--- config.mk ---
export PLATFORM = sky130hd
export DESIGN_NAME = evt_count_bank
export DESIGN_NICKNAME = d
export VERILOG_FILES = /design/src/rtl/epc_pkg.sv /design/src/rtl/epc_event_map.sv /design/src/rtl/epc_counter.sv /design/src/rtl/epc_cfg_regs.sv /design/src/rtl/evt_count_bank.sv
export SDC_FILE = /design/constraint.sdc
export NUM_CORES = 1
export LEC_CHECK = 0
export BUFFER_PORTS_ARGS = -buffer_cell sky130_fd_sc_hd__buf_2
export CORE_ASPECT_RATIO = 1.1
export CORE_MARGIN = 2
export CORE_UTILIZATION = 30
export CTS_BUF_LIST = sky130_fd_sc_hd__clkbuf_2 sky130_fd_sc_hd__clkbuf_4 sky130_fd_sc_hd__clkbuf_8
export CTS_CLUSTER_SIZE = 10
export DETAILED_ROUTE_END_ITERATION = 7
export PLACE_DENSITY_LB_ADDON = 0.1
export SYNTH_ARGS = -nofsm -noshare
export SYNTH_HDL_FRONTEND = slang
export SYNTH_SLANG_ARGS = --single-unit
--- constraint.sdc ---
create_clock -name clk -period 3.55 [get_ports clk]
set_input_delay 0.1775 -clock clk [delete_from_list [all_inputs] [get_ports clk]]
set_output_delay 0.1775 -clock clk [all_outputs]
set_load 0.005 [all_outputs]
--- src/rtl/epc_pkg.sv ---
package epc_pkg;

    // Word addresses of the configuration registers (counters sit in the upper half)
    localparam int REG_CTRL   = 0;
    localparam int REG_EN_SET = 1;
    localparam int REG_EN_CLR = 2;
    localparam int REG_SEL    = 3;
    localparam int REG_TYPE   = 4;

    // Control word bit positions
    localparam int CTRL_GLOB_BIT = 0;
    localparam int CTRL_CLR_BIT  = 1;

    // Event code that stands for a write to the context identifier register
    localparam int CODE_CTX_WR = 11;

    typedef enum logic [1:0] {
        OP_IDLE,
        OP_READ,
        OP_WRITE
    } bus_op_e;

    typedef enum logic [1:0] {
        ACT_HOLD,
        ACT_STEP,
        ACT_LOAD,
        ACT_ZERO
    } ctr_act_e;

endpackage

--- src/rtl/epc_event_map.sv ---
module epc_event_map #(
    parameter int NUM_CODES = 16,
    parameter int CTX_CODE  = 11
) (
    input  logic                 clk,
    input  logic                 rst_n,
    input  logic [NUM_CODES-1:0] core_evt,
    input  logic                 ctxid_wr,
    input  logic                 ctxid_rd,
    output logic [NUM_CODES-1:0] hit,
    output logic [NUM_CODES:0]   pulse_q
);

    // Per-code source selection: the context-ID code slot is fed from the write strobe only
    for (genvar c = 0; c < NUM_CODES; c++) begin : g_code
        if (c == CTX_CODE) begin : g_ctx
            logic unused_ctx_src;
            assign unused_ctx_src = core_evt[c] ^ ctxid_rd;
            assign hit[c] = ctxid_wr;

            // a read of the context identifier alone never raises its pulse
            p_ctx_read_quiet_r8: assert property (@(posedge clk) disable iff (!rst_n)
                (ctxid_rd && !ctxid_wr) |=> !pulse_q[c+1]);

            // a write always raises it
            p_ctx_write_seen_r8: assert property (@(posedge clk) disable iff (!rst_n)
                ctxid_wr |=> pulse_q[c+1]);
        end else begin : g_core
            assign hit[c] = core_evt[c];

            // core strobe for code c shows at bit c+1 one cycle later
            p_pulse_follow_r9: assert property (@(posedge clk) disable iff (!rst_n)
                core_evt[c] |=> pulse_q[c+1]);
        end
    end

    always_ff @(posedge clk or negedge rst_n) begin
        if (!rst_n) begin
            pulse_q <= '0;
        end else begin
            pulse_q <= {hit, 1'b0};
        end
    end

endmodule

--- src/rtl/epc_counter.sv ---
module epc_counter
    import epc_pkg::*;
#(
    parameter int CNT_W     = 32,
    parameter int CODE_W    = 8,
    parameter int NUM_CODES = 16
) (
    input  logic                 clk,
    input  logic                 rst_n,
    input  logic                 glob_en,
    input  logic                 ctr_en,
    input  logic [CODE_W-1:0]    code,
    input  logic [NUM_CODES-1:0] hit,
    input  logic                 clr,
    input  logic                 wr,
    input  logic [CNT_W-1:0]     wdata,
    output logic [CNT_W-1:0]     cnt_q
);

    logic     code_hit;
    ctr_act_e act;

    // Pick this counter's event out of the per-code strobes
    always_comb begin
        code_hit = 1'b0;
        for (int c = 0; c < NUM_CODES; c++) begin
            if (code == CODE_W'(c)) begin
                code_hit = hit[c];
            end
        end
    end

    // Priority: clear, then software load, then increment
    always_comb begin
        if (clr) begin
            act = ACT_ZERO;
        end else if (wr) begin
            act = ACT_LOAD;
        end else if (glob_en && ctr_en && code_hit) begin
            act = ACT_STEP;
        end else begin
            act = ACT_HOLD;
        end
    end

    always_ff @(posedge clk or negedge rst_n) begin
        if (!rst_n) begin
            cnt_q <= '0;
        end else begin
            unique case (act)
                ACT_ZERO: cnt_q <= '0;
                ACT_LOAD: cnt_q <= wdata;
                ACT_STEP: cnt_q <= cnt_q + CNT_W'(1);
                ACT_HOLD: cnt_q <= cnt_q;
                default:  cnt_q <= cnt_q;
            endcase
        end
    end

    p_step_one_r6: assert property (@(posedge clk) disable iff (!rst_n)
        (glob_en && ctr_en && code_hit && !clr && !wr) |=> (cnt_q == $past(cnt_q) + CNT_W'(1)));

    p_gate_off_r7: assert property (@(posedge clk) disable iff (!rst_n)
        (!glob_en && !clr && !wr) |=> $stable(cnt_q));

    p_clear_zero_r11: assert property (@(posedge clk) disable iff (!rst_n)
        clr |=> (cnt_q == '0));

    p_load_wins_r12: assert property (@(posedge clk) disable iff (!rst_n)
        (wr && !clr) |=> (cnt_q == $past(wdata)));

endmodule

--- src/rtl/epc_cfg_regs.sv ---
module epc_cfg_regs
    import epc_pkg::*;
#(
    parameter int NUM_CTR = 8,
    parameter int CODE_W  = 8,
    parameter int SEL_W   = 5,
    parameter int ADDR_W  = 4,
    parameter int DATA_W  = 32
) (
    input  logic                              clk,
    input  logic                              rst_n,
    input  logic                              bus_sel,
    input  logic                              bus_wr,
    input  logic [ADDR_W-1:0]                 bus_addr,
    input  logic [DATA_W-1:0]                 bus_wdata,
    input  logic [NUM_CTR-1:0][DATA_W-1:0]    cnt_all,
    output logic                              glob_en,
    output logic [NUM_CTR-1:0]                ctr_en,
    output logic [NUM_CTR-1:0][CODE_W-1:0]    codes,
    output logic                              clr,
    output logic [NUM_CTR-1:0]                ctr_wr,
    output logic [DATA_W-1:0]                 bus_rdata
);

    localparam int IDX_W = ADDR_W - 1;

    bus_op_e                         op;
    logic                            glob_q;
    logic [NUM_CTR-1:0]              en_q;
    logic [SEL_W-1:0]                sel_q;
    logic [NUM_CTR-1:0][CODE_W-1:0]  codes_q;
    logic                            sel_ok;
    logic [IDX_W-1:0]                sel_idx;
    logic                            ctr_space;
    logic                            unused_wdata;

    assign unused_wdata = ^bus_wdata;

    always_comb begin
        if (!bus_sel) begin
            op = OP_IDLE;
        end else if (bus_wr) begin
            op = OP_WRITE;
        end else begin
            op = OP_READ;
        end
    end

    assign ctr_space = bus_addr[ADDR_W-1];
    assign sel_ok    = (sel_q < SEL_W'(NUM_CTR));
    assign sel_idx   = sel_q[IDX_W-1:0];

    // Register file writes
    always_ff @(posedge clk or negedge rst_n) begin
        if (!rst_n) begin
            glob_q  <= 1'b0;
            en_q    <= '0;
            sel_q   <= '0;
            codes_q <= '0;
        end else if (op == OP_WRITE && !ctr_space) begin
            case (bus_addr)
                ADDR_W'(REG_CTRL):   glob_q <= bus_wdata[CTRL_GLOB_BIT];
                ADDR_W'(REG_EN_SET): en_q   <= en_q | bus_wdata[NUM_CTR-1:0];
                ADDR_W'(REG_EN_CLR): en_q   <= en_q & ~bus_wdata[NUM_CTR-1:0];
                ADDR_W'(REG_SEL):    sel_q  <= bus_wdata[SEL_W-1:0];
                ADDR_W'(REG_TYPE): begin
                    if (sel_ok) begin
                        codes_q[sel_idx] <= bus_wdata[CODE_W-1:0];
                    end
                end
                default: ;
            endcase
        end
    end

    assign clr = (op == OP_WRITE) && (bus_addr == ADDR_W'(REG_CTRL)) && bus_wdata[CTRL_CLR_BIT];

    for (genvar i = 0; i < NUM_CTR; i++) begin : g_wr
        assign ctr_wr[i] = (op == OP_WRITE) && ctr_space && (bus_addr[IDX_W-1:0] == IDX_W'(i));
    end

    // Read mux
    always_comb begin
        bus_rdata = '0;
        if (op == OP_READ) begin
            if (ctr_space) begin
                bus_rdata = cnt_all[bus_addr[IDX_W-1:0]];
            end else begin
                case (bus_addr)
                    ADDR_W'(REG_CTRL):   bus_rdata[CTRL_GLOB_BIT] = glob_q;
                    ADDR_W'(REG_EN_SET),
                    ADDR_W'(REG_EN_CLR): bus_rdata[NUM_CTR-1:0] = en_q;
                    ADDR_W'(REG_SEL):    bus_rdata[SEL_W-1:0] = sel_q;
                    ADDR_W'(REG_TYPE): begin
                        if (sel_ok) begin
                            bus_rdata[CODE_W-1:0] = codes_q[sel_idx];
                        end
                    end
                    default: ;
                endcase
            end
        end
    end

    assign glob_en = glob_q;
    assign ctr_en  = en_q;
    assign codes   = codes_q;

    p_en_set_r2: assert property (@(posedge clk) disable iff (!rst_n)
        (op == OP_WRITE && bus_addr == ADDR_W'(REG_EN_SET))
        |=> (en_q == ($past(en_q) | $past(bus_wdata[NUM_CTR-1:0]))));

    p_en_clr_r3: assert property (@(posedge clk) disable iff (!rst_n)
        (op == OP_WRITE && bus_addr == ADDR_W'(REG_EN_CLR))
        |=> ((en_q & $past(bus_wdata[NUM_CTR-1:0])) == '0));

    p_type_oob_r5: assert property (@(posedge clk) disable iff (!rst_n)
        (op == OP_WRITE && bus_addr == ADDR_W'(REG_TYPE) && !sel_ok) |=> $stable(codes_q));

    p_type_oob_read_r5: assert property (@(posedge clk) disable iff (!rst_n)
        (op == OP_READ && bus_addr == ADDR_W'(REG_TYPE) && !sel_ok) |-> (bus_rdata == '0));

endmodule

--- src/rtl/evt_count_bank.sv ---
module evt_count_bank
    import epc_pkg::*;
#(
    parameter int NUM_CTR   = 8,
    parameter int NUM_CODES = 16,
    parameter int CNT_W     = 32,
    parameter int CODE_W    = 8,
    parameter int SEL_W     = 5,
    parameter int ADDR_W    = $clog2(NUM_CTR) + 1
) (
    input  logic                 clk,
    input  logic                 rst_n,
    input  logic                 bus_sel,
    input  logic                 bus_wr,
    input  logic [ADDR_W-1:0]    bus_addr,
    input  logic [CNT_W-1:0]     bus_wdata,
    output logic [CNT_W-1:0]     bus_rdata,
    input  logic [NUM_CODES-1:0] core_evt,
    input  logic                 ctxid_wr,
    input  logic                 ctxid_rd,
    output logic [NUM_CODES:0]   evt_pulse
);

    logic                             glob_en;
    logic [NUM_CTR-1:0]               ctr_en;
    logic [NUM_CTR-1:0][CODE_W-1:0]   codes;
    logic                             clr;
    logic [NUM_CTR-1:0]               ctr_wr;
    logic [NUM_CTR-1:0][CNT_W-1:0]    cnt_all;
    logic [NUM_CODES-1:0]             hit;

    epc_event_map #(
        .NUM_CODES (NUM_CODES),
        .CTX_CODE  (CODE_CTX_WR)
    ) u_map (
        .clk      (clk),
        .rst_n    (rst_n),
        .core_evt (core_evt),
        .ctxid_wr (ctxid_wr),
        .ctxid_rd (ctxid_rd),
        .hit      (hit),
        .pulse_q  (evt_pulse)
    );

    epc_cfg_regs #(
        .NUM_CTR (NUM_CTR),
        .CODE_W  (CODE_W),
        .SEL_W   (SEL_W),
        .ADDR_W  (ADDR_W),
        .DATA_W  (CNT_W)
    ) u_cfg (
        .clk       (clk),
        .rst_n     (rst_n),
        .bus_sel   (bus_sel),
        .bus_wr    (bus_wr),
        .bus_addr  (bus_addr),
        .bus_wdata (bus_wdata),
        .cnt_all   (cnt_all),
        .glob_en   (glob_en),
        .ctr_en    (ctr_en),
        .codes     (codes),
        .clr       (clr),
        .ctr_wr    (ctr_wr),
        .bus_rdata (bus_rdata)
    );

    for (genvar i = 0; i < NUM_CTR; i++) begin : g_ctr
        epc_counter #(
            .CNT_W     (CNT_W),
            .CODE_W    (CODE_W),
            .NUM_CODES (NUM_CODES)
        ) u_ctr (
            .clk     (clk),
            .rst_n   (rst_n),
            .glob_en (glob_en),
            .ctr_en  (ctr_en[i]),
            .code    (codes[i]),
            .hit     (hit),
            .clr     (clr),
            .wr      (ctr_wr[i]),
            .wdata   (bus_wdata),
            .cnt_q   (cnt_all[i])
        );
    end

    // the lowest pulse bit carries no event
    p_pulse_low_idle_r9: assert property (@(posedge clk) disable iff (!rst_n)
        (bus_sel || !bus_sel) |=> !evt_pulse[0]);

endmodule

==> results of run 1 <==
## Yosys cell counts (8+ instances only)
cell      number  share of area [%]
o211ai_1      15               0.45
nand3_1      134                2.7
a211oi_1       8               0.24
inv_1         63               0.95
a41oi_1       13               0.46
nand2_1      269                4.0
a32oi_1       29                1.0
and2_1        25               0.63
mux2_2        92                4.2
nor3b_1       13               0.39
o31a_1        15               0.53
o22ai_1       10               0.25
o31ai_1       18               0.54
a31oi_1       47                1.2
mux2i_1       82                3.3
nor4_1        23               0.58
or4_1         20               0.60
xnor2_1       15               0.53
or3_1         17               0.43
nand2b_1      37               0.93
and3_1        39               0.98
a221o_1       24               0.96
and4_1        27               0.95
a22oi_1      111                3.3
nor2_1       164                2.5
nand4_1       78                2.0
dfrtp_1      350                 35
buf_2         47               0.94
o311ai_0      47                1.6
ha_1          32                1.6
xor2_1        17               0.60
or2_2          9               0.23
a221oi_1      13               0.46
clkbuf_1     156                2.3
nor3_1        52                1.0
nor2b_1       40                1.0
o21bai_1       8               0.24
o21ai_0      217                4.4
a211o_1       11               0.39
a21o_1        24               0.72
mux4_2        81                7.3
buf_1         23               0.35
a21oi_1       87                1.7
## report_power, final
part           internal (mW)  switching, mW  leakage (nW)  total, mW
clock network           2.73           2.09         0.846       4.82
registers               4.12          0.252          4.81       4.37
logic                  0.564          0.940          6.18       1.50
total                   7.42           3.28          11.8       10.7
## logic make-up after synthesis
logic type / after synthesis / share of synthesized area (%)
AOI/OAI and AO/OA: 747 / 20.3
xor gates and xnor gates: 32 / 1.12
adders and majority gates: 32 / 1.60
buffers and inverters: 303 / 5.08
DFF: 350 / 35.1
muxes: 256 / 14.9
other: 1 / 0.0150
and+or+nand+nor: 1013 / 22.0
## per-layer routing
layer	track usage [%]	up-vias	wire, um	share of wire [%]
met2	39.8	991	50000	48
met4	8.74	2	3800	3.6
li1	-	10700	-	-
met1	32.1	11900	44700	43
met5	0	-	13	0.012
met3	3.86	203	6580	6.3
## flip-flops by register name (all words and copies together), names as in the netlist, named ones only
register,flops
u_map.pulse_q,16
u_cfg.sel_q,5
u_cfg.codes,64
u_cfg.glob_en,1
g_ctr.u_ctr.cnt_q,256
## final cells by class
| class | count | area [um^2] |
|---|---|---|
| Clock buffer | 113 | 1440 |
| Fill cell | 8418 | 53100 |
| Antenna cell | 6 | 15.0 |
| Clock inverter | 17 | 173 |
| Timing Repair Buffer | 290 | 2190 |
| Multi-Input combinational cell | 2081 | 15000 |
| Sequential cell | 350 | 8760 |
| Tap cell | 1064 | 1330 |
| Inverter | 63 | 236 |
## worst max-delay path: cells and delay by family (launching register included)
family,cells,cell delay [ns]
DFF,1,1.01
buffers and inverters,1,0.22
AOI/OAI and AO/OA,3,0.98
muxes,2,0.37
## path summary, 6_finish.rpt
path	depth (start not counted)	from	to	slack, ns
min in group asynchronous	2	rst_n	u_cfg.codes[52]	0.13
hold / removal	3	bus_wdata[0]	u_cfg.sel_q[0]	0.08
setup / recovery	6	u_cfg.sel_q[1]	bus_rdata[2]	0.10
setup reg to reg	10	u_cfg.codes[8]	g_ctr[1].u_ctr.cnt_q[31]	0.20
hold reg to reg	1	g_ctr[7].u_ctr.cnt_q[31]	g_ctr[7].u_ctr.cnt_q[31]	0.54
max in group asynchronous	3	rst_n	g_ctr[7].u_ctr.cnt_q[9]	2.46
## what timing repair did
action / in CTS / in global routing
setup endpoints to repair: 0 / 29
hold buffers: 42 / 0
endpoints found under the hold margin: 215 / 0
resized for setup: 0 / 7
==> run metrics, run 1 <==
fin area=0.0291 mm^2; WHS=0.0783 ns; Pre-antenna DRT Iters=8; initial antenna violation count=6; maximum clock rate=0.290 GHz; Post-Place Setup Slack=0.0397 ns; crit path launch type=register; max-slew violations=0; htree depth=3; Leakage Power=11.8 nW; Slew headroom=23.4%; CTS buffer count=75; half-perimeter wire length after detailed placement=77.1 mm; final period utilization=97.1%; GRT Total Usage=24.2%; Clock Skew=0.0683 ns; total die area=0.0855 mm^2; CTS Root Cell=clkbuf_8; min Tclk post-route=3.45 ns; Die Ht=307 um; Final #Nets=2,951; Power Total=10.7 mW; Crit. End Element=primary output; Syn. warnings=0; CTS tree=yes; vias in the first global route=23,100; Clock Sinks=350; worst setup path class=register to primary output; class of the worst hold path=primary input to register; DR DRC count=0; Setup TNS=0 ns; final setup vio count=0; post-synthesis cell area=0.0250 mm^2; Via density=5.98; Final Non-Filler Cells=3,984; routability congestion estimate=0.955; fin util=35.4%; port bufs=103; cells along the critical path=mux2i_1, a21oi_1, mux2_2, o21ai_0, a221oi_1, buf_2; Ports=107; commonest non-fill, non-tap cells in the layout=347 x dfrtp_1, 269 x nand2_1, 217 x o21ai_0, 164 x nor2_1, 135 x buf_4; Synth Area per Inst=9.13 um^2; Slew @ Worst Pin=1.14 ns; Post-CTS Setup Inserts=0; Crit path required time=3.37 ns; Slowest Stage Delay on Critical Path=1.01 ns; sequential share of the synthesized area=35.1%; Initial Utilization=30.4%; most common cell after layout, fill and taps aside=dfrtp_1; worst vdd ir=220 uV; power density over the cells=368 mW/mm^2; main flop type after synthesis=dfrtp_1; final worst slack=0.102 ns; EDFF count, synth=0; Gate Count Post-Synth=2,734; antenna-violating nets left=0; max cap viols=0; GR Overflow Total=0; CP max-delay cell=dfrtp_1; DR WL/cell=26.4 um; syn_nets=2,824; Core Rows=110; clk buf depth=3; clock-pin slew on the worst setup and hold paths=0.05 ns; Die Width=279 um; first-pass GRT wire length=156 mm; status=finished clean; clock latency on the worst-skew pair=0.70 ns; Core Region=0.0822 mm^2; Via Count=23,800; Post-Place Cell Area=0.0270 mm^2; CP max FO=21; DRT iter0 DRCs=2,246; CP Data Arrival Time=3.27 ns; RSZ-0062 raised after global routing=false; Hold Fails Final Rpt=0; largest net degree at the start of global routing=78; Post-Route WL=105 mm; post-synthesis cell type count=92; ys async rst share=100%; Layout area overhead=16.6%; Yosys reg bits=350; Cells after DPL=3,806; layout cells sized above 1=21.2%
Power figures use the tool's default switching activity.
==> run 2: changes to the inputs <==
Settings changed: CORE_UTILIZATION 30 to 40.
==> run 2 against run 1 <==
- clock-buffer cell count is 8 lower
- first-iteration DRC count rose by 4.6%
- worst hold slack worse by 0.030 ns
- fmax increased by 1.7%
- cell count down 6.6%
- critical endpoint is now g_ctr[1].u_ctr.cnt_q[20]
- largest power group unchanged
==> run metrics, run 2 (same netlist as run 1, synthesis figures left out) <==
RSZ-0062 raised after global routing=false (unchanged); crit path launch type=register (unchanged); Core Rows=96 (was 110); power density over the cells=367 mW/mm^2 (was 368 mW/mm^2); Layout area overhead=14.4% (was 16.6%); sequential share of power=41.6% (was 40.9%); clock latency on the worst-skew pair=0.69 ns (was 0.70 ns); CP bufs+invs=1 (unchanged); CTS buffer count=69 (was 75); Worst Setup SP=u_cfg.codes[8] (was u_cfg.sel_q[1]); Initial Utilization=40.2% (was 30.4%); Slew @ Worst Pin=1.20 ns (was 1.14 ns); Pre-antenna DRT Iters=5 (was 8); first-pass GRT wire length=148 mm (was 156 mm); CP dominant cell by count=nor2b_1; DR WL/cell=26.2 um (was 26.4 um); Power Total=10.5 mW (was 10.7 mW); worst vdd ir=222 uV (was 220 uV); # fillers=6,053 (was 8,418); sw frac=29.8% (was 30.6%); GRT Total Usage=30.0% (was 24.2%); Die Ht=266 um (was 307 um); Via Count=24,000 (was 23,800); most common cell after layout, fill and taps aside=dfrtp_1 (unchanged); worst setup path class=register to register (was register to primary output); CP max FO=9 (was 21); maximum clock rate=0.295 GHz (was 0.290 GHz); Via density=6.46 (was 5.98); layout cells sized above 1=20.7% (was 21.2%); port bufs=103 (unchanged); Top reg by flops=g_ctr.u_ctr.cnt_q (unchanged); Final #Nets=2,925 (was 2,951); Hold Fails Final Rpt=0 (unchanged); status=finished clean (unchanged); CP Data Arrival Time=3.98 ns (was 3.27 ns); Crit path required time=4.14 ns (was 3.37 ns); launch point of the worst reg-to-reg path=u_cfg.codes[8] (unchanged); Sw Pwr=3.13 mW (was 3.28 mW); proportion of power drawn by combinational gates=14.0% (was 14.1%); largest net degree at the start of global routing=88 (was 78); Crit. End Element=register (was primary output); Post-Route WL=97.6 mm (was 105 mm); DRT iter0 DRCs=2,349 (was 2,246); Die Width=242 um (was 279 um); routability congestion estimate=1.00 (was 0.955); clock-pin slew on the worst setup and hold paths=0.06 ns (was 0.05 ns); final period utilization=95.5% (was 97.1%); CP max-delay cell=or4_1 (was dfrtp_1); fin area=0.0286 mm^2 (was 0.0291 mm^2); Clock Skew=0.0538 ns (was 0.0683 ns); max FFs per register=256 (unchanged); Post-CTS Setup Inserts=0 (unchanged); Slew headroom=19.5% (was 23.4%); vias in the first global route=22,800 (was 23,100); Post-Place Cell Area=0.0266 mm^2 (was 0.0270 mm^2); total die area=0.0644 mm^2 (was 0.0855 mm^2); half-perimeter wire length after detailed placement=70.6 mm (was 77.1 mm); Clk pwr share=44.4% (was 45.1%); GR Overflow Total=0 (unchanged); WHS=0.0482 ns (was 0.0783 ns); clk buf depth=3 (unchanged); cells along the critical path=mux4_2, nor2b_1, a211oi_2, buf_4, o21a_1, ha_1, nor2b_1, nand2b_1, or4_1, nand3_1 (was mux2i_1, a21oi_1, mux2_2, o21ai_0, a221oi_1, buf_2); Ports=107 (unchanged); HP Start=bus_wdata[14] (was bus_wdata[0]); DR DRC count=0 (unchanged); Clock Sinks=350 (unchanged); Reg2Reg Setup Slack=0.16 ns (was 0.20 ns); Internal=7.36 mW (was 7.42 mW); commonest non-fill, non-tap cells in the layout=348 x dfrtp_1, 269 x nand2_1, 217 x o21ai_0, 164 x nor2_1, 134 x nand3_1 (was 347 x dfrtp_1, 269 x nand2_1, 217 x o21ai_0, 164 x nor2_1, 135 x buf_4); max-slew violations=0 (unchanged); Top delay family on crit path=simple AND/OR/NAND/NOR gates (was flip-flops); initial antenna violation count=6 (unchanged); Leakage Power=11.7 nW (was 11.8 nW); class of the worst hold path=primary input to register (unchanged); Setup TNS=0 ns (unchanged); final setup vio count=0 (unchanged); Slowest Stage Delay on Critical Path=0.58 ns (was 1.01 ns); max cap viols=0 (unchanged); htree depth=3 (unchanged); antenna-violating nets left=0 (unchanged); CTS tree=yes (unchanged); CTS Root Cell=clkbuf_8 (unchanged); min Tclk post-route=3.39 ns (was 3.45 ns); Core Region=0.0621 mm^2 (was 0.0822 mm^2)
run 2: changes by cell type in the layout (fill, tap and decap cells not counted), sizes merged:
cell / delta
bufinv: +1
inv: -2
buf: -18
clkinvlp: -2
dlygate4sd3: -2
clkinv: +1
clkbuf: -8
run 2: layer usage:
| metal | share of wire, % | global-route usage [%] | routed length, um |
|---|---|---|---|
| met5 | 0.028 | 0 | 27 |
| met4 | 5.0 | 15.4 | 4910 |
| met3 | 7.3 | 4.98 | 7090 |
| met2 | 47 | 48.4 | 45900 |
| met1 | 41 | 38.9 | 39700 |
run 2: final cells by class:
cell class	count	area (um^2)	area share, %
clock buffers	105	1380	4.82
diodes	6	15.0	0.0526
flip-flops and latches	350	8760	30.7
clock inverters	15	153	0.534
well taps	833	1040	3.65
multi-input cells	2081	15000	52.5
repair buffers	270	2000	6.99
inverters	63	236	0.828
run 2: worst register-to-register path, delay by kind of cell, from the launching register on:
| family | cells | cell delay, ns |
|---|---|---|
| compound gates | 2 | 0.50 |
| simple gates | 5 | 1.31 |
| fa+ha+maj | 1 | 0.35 |
| buf+inv | 1 | 0.18 |
| flops | 1 | 0.46 |
| mux | 1 | 0.52 |
run 2: path summary, 6_finish.rpt:
| kind | endpoint | cells after the start |
|---|---|---|
| worst max-delay path | g_ctr[1].u_ctr.cnt_q[20] | 10 |
| worst min-delay path | g_ctr[3].u_ctr.cnt_q[14] | 3 |
| worst max register to register | g_ctr[1].u_ctr.cnt_q[20] | 10 |
| worst min register to register | u_cfg.codes[60] | 1 |
| max in group asynchronous | g_ctr[5].u_ctr.cnt_q[29] | 3 |
| min in group asynchronous | g_ctr[0].u_ctr.cnt_q[17] | 2 |
run 2: power by group through the flow:
| stage | Sequential (mW) | Clock [mW] | Combinational (mW) |
|---|---|---|---|
| 2_1_floorplan | 4.27 | 0 | 0.907 |
| 3_3_place_gp | 4.42 | 0 | 1.39 |
| 3_5_place_dp | 4.42 | 0 | 1.41 |
| 4_1_cts | 4.35 | 4.75 | 1.45 |
| 5_1_grt | 4.37 | 4.92 | 1.58 |
| 6_report | 4.36 | 4.65 | 1.47 |
run 2: per-stage QoR:
step	setup slack (ns)	cells	util, %
finish	0.160	3723	46.0
global route	0.0220	3720	46.0
detailed placement	0.0235	3557	42.8
global placement	0.0753	3557	42.8
CTS	0.00637	3717	45.9
floorplan	0.232	2734	-
run 2: timing repair:
| item | 4_1_cts | 5_1_grt |
|---|---|---|
| gates resized for setup | 0 | 14 |
| hold endpoints to repair | 185 | 0 |
| endpoints found under the setup margin | 0 | 62 |
| hold buffers | 40 | 0 |
